$ cat src/rtl/mul_eo_pkg.sv
package mul_eo_pkg;
  localparam int DEF_DATA_W  = 32;
  localparam int DEF_SLICE_W = 8;

  // number of slices needed to cover a word
  function automatic int slices_of(input int data_w, input int slice_w);
    return (data_w + slice_w - 1) / slice_w;
  endfunction
endpackage

$ cat src/rtl/mul_eo_slice_mult.sv
// Narrow array: slice (SLICE_W bits) times multiplicand (DATA_W bits), low word kept.
module mul_eo_slice_mult #(
  parameter int DATA_W  = 32,
  parameter int SLICE_W = 8
) (
  input  logic [DATA_W-1:0]  mcand,
  input  logic [SLICE_W-1:0] slice,
  output logic [DATA_W-1:0]  prod
);
  logic [DATA_W-1:0] row [SLICE_W];

  generate
    for (genvar j = 0; j < SLICE_W; j++) begin : g_row
      assign row[j] = slice[j] ? (mcand << j) : '0;
    end
  endgenerate

  always_comb begin
    prod = '0;
    for (int j = 0; j < SLICE_W; j++) begin
      prod = prod + row[j];
    end
  end
endmodule

$ cat src/rtl/mul_eo_zero_detect.sv
// Flags that the remaining, unprocessed multiplier bits are all zero.
module mul_eo_zero_detect #(
  parameter int W = 24
) (
  input  logic [W-1:0] bits_in,
  output logic         all_zero
);
  assign all_zero = ~|bits_in;
endmodule

$ cat src/rtl/mul_early_out.sv
module mul_early_out
  import mul_eo_pkg::*;
#(
  parameter int DATA_W  = DEF_DATA_W,
  parameter int SLICE_W = DEF_SLICE_W
) (
  input  logic              clk,
  input  logic              rst,
  input  logic              start,
  input  logic [DATA_W-1:0] op_a,
  input  logic [DATA_W-1:0] op_b,
  output logic              busy,
  output logic              done,
  output logic [DATA_W-1:0] result
);
  localparam int UPPER_W = DATA_W - SLICE_W;

  logic [DATA_W-1:0] mcand_q;   // multiplicand pre-shifted to the current slice weight
  logic [DATA_W-1:0] rem_q;     // multiplier bits still to process, current slice at bottom
  logic [DATA_W-1:0] acc_q;
  logic [DATA_W-1:0] res_q;
  logic              busy_q;
  logic              done_q;

  logic [DATA_W-1:0] pp;
  logic [DATA_W-1:0] acc_nx;
  logic              last_slice;

  mul_eo_slice_mult #(.DATA_W(DATA_W), .SLICE_W(SLICE_W)) u_arr (
    .mcand (mcand_q),
    .slice (rem_q[SLICE_W-1:0]),
    .prod  (pp)
  );

  mul_eo_zero_detect #(.W(UPPER_W)) u_zd (
    .bits_in  (rem_q[DATA_W-1:SLICE_W]),
    .all_zero (last_slice)
  );

  assign acc_nx = acc_q + pp;

  always_ff @(posedge clk) begin
    if (rst) begin
      mcand_q <= '0;
      rem_q   <= '0;
      acc_q   <= '0;
      res_q   <= '0;
      busy_q  <= 1'b0;
      done_q  <= 1'b0;
    end else begin
      done_q <= 1'b0;
      if (!busy_q) begin
        if (start) begin
          mcand_q <= op_a;
          rem_q   <= op_b;
          acc_q   <= '0;
          busy_q  <= 1'b1;
        end
      end else begin
        acc_q   <= acc_nx;
        mcand_q <= mcand_q << SLICE_W;
        rem_q   <= rem_q >> SLICE_W;
        if (last_slice) begin
          busy_q <= 1'b0;
          done_q <= 1'b1;
          res_q  <= acc_nx;
        end
      end
    end
  end

  assign busy   = busy_q;
  assign done   = done_q;
  assign result = res_q;
endmodule

$ cat config.mk
export PLATFORM = sky130hd
export DESIGN_NAME = mul_early_out
export DESIGN_NICKNAME = d
export VERILOG_FILES = /design/src/rtl/mul_eo_pkg.sv /design/src/rtl/mul_eo_slice_mult.sv /design/src/rtl/mul_eo_zero_detect.sv /design/src/rtl/mul_early_out.sv
export SDC_FILE = /design/constraint.sdc
export NUM_CORES = 1
export LEC_CHECK = 0
export BUFFER_PORTS_ARGS = -buffer_cell sky130_fd_sc_hd__buf_4
export CELL_PAD_IN_SITES_DETAIL_PLACEMENT = 0
export CELL_PAD_IN_SITES_GLOBAL_PLACEMENT = 2
export CORE_ASPECT_RATIO = 0.9
export CORE_MARGIN = 5
export CORE_UTILIZATION = 34
export DETAILED_ROUTE_END_ITERATION = 16
export PLACE_DENSITY = 0.78
export RECOVER_POWER = 100
export REMOVE_ABC_BUFFERS = 1
export SYNTH_ARGS = -nofsm -noshare
export SYNTH_HDL_FRONTEND = slang
export SYNTH_SLANG_ARGS = --single-unit
$ cat constraint.sdc
create_clock -name clk -period 4.45 [get_ports clk]
set_input_delay 0.445 -clock clk [delete_from_list [all_inputs] [get_ports clk]]
set_output_delay 0.445 -clock clk [all_outputs]
set_load 0.01 [all_outputs]
==> flow_metrics.tcl <==
set metrics [dict create \
    final_design_area_no_fill_sq_um 16480 \
    detailed_place.area_sq_um 14950 \
    first_iter_violations 451 \
    clock.fmax_mhz 207.8 \
    max-vdd-ir-drop_mv 0.2404 \
    asyncSetResetFlopFracSynth_pct 0 \
    drt-total-wl_microns 36840 \
    worstPathArrival_ps 5130 \
    io-pin-count 101 \
    route.vias.total 10267 \
    failed_checks "max-capacitance violations, max-slew violations, negative setup slack" \
    clock_sink_total 130 \
    delay_of_the_slowest_cell_on_the_worst_path_ps 560 \
    grt.total_usage_pct 18.62 \
    timing.final.ws_setup_ps -362.3 \
    instance_count_after_placement_with_tap_cells_included 2153 \
    cts-root-buf "sky130_fd_sc_hd__clkbuf_16" \
    routedWlPerCell_microns 16.72 \
    layout_worst_path_cycle_share_pct 108.1 \
    worstPathRequired_ps 4770 \
    rows 67 \
    route.detailed.vias_per_inst 4.658 \
    grt_first_pass_wirelength_microns 60400 \
    synth_flop_cell "sky130_fd_sc_hd__dfxtp_1" \
    clkLatencyLatePin_ps 450 \
    postCtsHoldBufs 0 \
    grt_setup_unrepaired "yes" \
    synth_cells 1512 \
    grt_remaining_overflow 0 \
    routabilityCongestion 0.8086 \
    holdCritPathClass "input port to flop" \
    syn_area_sq_um 12680 \
    die_w_microns 213.6 \
    number_of_i_o_port_buffers 100 \
    synth.yosys.seq_area_share_pct 20.52 \
    die_y_microns 193.2 \
    final_cell_mix "sky130_fd_sc_hd__inv_1 (246), sky130_fd_sc_hd__buf_4 (209), sky130_fd_sc_hd__fa_1 (184)" \
    design.core.area_sq_um 37050 \
    setup-violations-final 36 \
    layout.cells.most_common "sky130_fd_sc_hd__inv_1" \
    drive_above_1_share_pct 24.13 \
    maximum_number_of_pins_on_one_net_before_global_route_repair 102 \
    timing_hold_violations_final 0 \
    fp.dieArea_sq_um 41260 \
    max_slew.worst_pin.slew_ps 1976 \
    maxCapViolCount 1 \
    cts.reportedPaths.clkPinSlew_ps 70 \
    number_of_global_route_vias_before_repair 11121 \
    ant_nets 0 \
    htree_levels 4 \
    dpl.hpwl_microns 28110 \
    synth.yosys.warnings 0 \
    floorplan.initialDensity_pct 34.22 \
    worstPathMaxFanout 7 \
    crit_path_end_kind "flop" \
    clock_tree_from_tritoncts "yes" \
    final_worst_clock_skew_ps 15.21 \
    areaGrowthSynthToFinish_pct 29.94 \
    drt_pre_antenna_iters 5 \
    path_cells "buf_12 > buf_8 > and2_4 > fa_1 > fa_1 > fa_1 > ha_1 > ha_2 > fa_2 > a211oi_4 > o21ai_1 > buf_4 > a32oi_1 > o21ai_1 > buf_4 > o221ai_4 > o21ai_2 > buf_4 > nand3_2 > o221ai_2" \
    leakagePower_nw 7.746 \
    worst_path_max_delay_cell "sky130_fd_sc_hd__fa_1" \
    cts_inserted_buffers 17 \
    outcome "finished, violations left" \
    synth.distinct_cells 52 \
    antenna_found_initial 0 \
    route.detailed.drc 0 \
    postSynthRegisterBits 130 \
    startpoint_class_of_the_critical_path "flop" \
    instances_no_fill 2204 \
    synth_enable_flop_cells 0 \
    max-clock-path-buffers 2 \
    power_density_relative_to_cell_area_nw_per_um2 228.4 \
    final.min_clock_period_ps 4812 \
    timing_worst_setup_path_type "flop to flop" \
    final-max-slew-violation-count 102 \
    synthesis.area_per_instance_sq_um 8.386 \
    timing.slew.headroom_pct -31.72 \
    nNetsFinal 2000 \
]
Yosys cell counts (2+ instances only):
cell type	instances	area, sq um
sky130_fd_sc_hd__fa_1	187	3744
sky130_fd_sc_hd__nand3b_1	2	15.01
sky130_fd_sc_hd__xor2_1	6	52.55
sky130_fd_sc_hd__nand2_1	161	604.3
sky130_fd_sc_hd__nand2b_1	8	50.05
sky130_fd_sc_hd__xnor2_1	27	236.5
sky130_fd_sc_hd__o21a_1	5	37.54
sky130_fd_sc_hd__nor2b_1	5	31.28
sky130_fd_sc_hd__a21oi_1	111	555.5
sky130_fd_sc_hd__o22ai_1	4	25.02
sky130_fd_sc_hd__buf_1	10	37.54
sky130_fd_sc_hd__nor3_1	27	135.1
sky130_fd_sc_hd__o21ai_0	28	140.1
sky130_fd_sc_hd__nand3_1	10	50.05
sky130_fd_sc_hd__nand4_1	2	12.51
sky130_fd_sc_hd__or3_1	5	31.28
sky130_fd_sc_hd__ha_1	38	475.5
sky130_fd_sc_hd__o21ai_1	6	30.03
sky130_fd_sc_hd__o21bai_1	6	45.04
sky130_fd_sc_hd__o211ai_1	2	15.01
sky130_fd_sc_hd__buf_4	5	37.54
sky130_fd_sc_hd__inv_1	254	953.4
sky130_fd_sc_hd__nor3b_1	5	37.54
sky130_fd_sc_hd__a21o_1	7	52.55
sky130_fd_sc_hd__mux2i_1	79	790.8
sky130_fd_sc_hd__o32ai_1	6	52.55
sky130_fd_sc_hd__xnor2_2	2	32.53
sky130_fd_sc_hd__a211oi_1	4	30.03
sky130_fd_sc_hd__a31oi_1	2	12.51
sky130_fd_sc_hd__and2_1	97	606.8
sky130_fd_sc_hd__nor2_1	161	604.3
sky130_fd_sc_hd__buf_2	7	35.03
sky130_fd_sc_hd__clkbuf_1	75	281.5
sky130_fd_sc_hd__dfxtp_1	130	2603
sky130_fd_sc_hd__and3_1	4	25.02
sky130_fd_sc_hd__a32oi_1	3	26.28
sky130_fd_sc_hd__nor4_1	6	37.54
flip-flops by register name, indices dropped and copies added (netlist names):
signal   count
busy         1
result      32
rem_q       32
done         1
mcand_q     32
acc_q       32
report_power, final:
group | leakage, nW | switching [mW] | total (mW) | internal [mW]
clock network | 0.286 | 0.629 | 1.46 | 0.831
logic | 6.39 | 0.563 | 1.03 | 0.470
registers | 1.07 | 0.0541 | 1.27 | 1.22
layer usage:
layer  GRT usage (%)  part of all wire, %  vias up
li1                -                    -     5068
met1           25.66                   47     5051
met2           31.02                   49      122
met3           2.948                  2.6       26
met4           4.027                  1.3        0
met5               0                    0        -
critical path, delay by kind of cell, from the launching register on:
| family | cells | cell delay, ps |
|---|---|---|
| flops | 1 | 330 |
| fa+ha+maj | 6 | 2340 |
| compound gates | 7 | 1070 |
| buf+inv | 5 | 740 |
| simple gates | 2 | 190 |
per-stage QoR:
| step | hold WS (ps) | utilization, % | worst slack [ps] | TNS [ps] | total power, mW |
|---|---|---|---|---|---|
| after global placement | 464.5 | 40.36 | -737.3 | -19420 | 2.200 |
| after floorplan | 461.1 | - | -905.1 | -33680 | 1.776 |
| after CTS | 206.1 | 44.12 | -317.3 | -7543 | 3.775 |
| after detailed placement | 469.5 | 40.36 | -760.5 | -20870 | 2.212 |
| final | 222.7 | 44.47 | -362.3 | -7381 | 3.763 |
| after global routing | 215.3 | 44.46 | -497.3 | -14350 | 3.976 |
layout make-up:
cell class	instances	area (sq um)
Fill cell	3726	20580
Multi-Input combinational cell	1029	9497
Sequential cell	130	2641
Timing Repair Buffer	276	2197
Inverter	254	953.4
Tap cell	483	604.3
Clock buffer	17	425.4
Clock inverter	14	155.1
Antenna cell	1	2.502
path summary, 6_finish.rpt:
path              startpoint    endpoint  slack [ps]  cells past startpoint
setup / recovery    rem_q[2]  result[30]        -360                     20
hold / removal       op_a[1]  mcand_q[1]         220                      3
setup reg to reg    rem_q[2]  result[30]        -360                     20
hold reg to reg   result[10]  result[10]         480                      2
cells by family after synthesis:
group,count (synthesis),synth area share [%]
XOR/XNOR,35,2.536
flip-flops,130,20.52
buffers and inverters,353,10.74
AO/OA/AOI/OAI,193,8.763
adder cells (fa/ha/maj),225,33.27
AND/OR/NAND/NOR,497,17.93
multiplexers,79,6.236
repair_timing:
item,CTS,global route
gates cloned,1,0
resized for setup,146,61
buffers inserted,17,4
endpoints found under the setup margin,43,42
pin swaps,87,51
No activity file was read; power rests on OpenSTA's default activity.
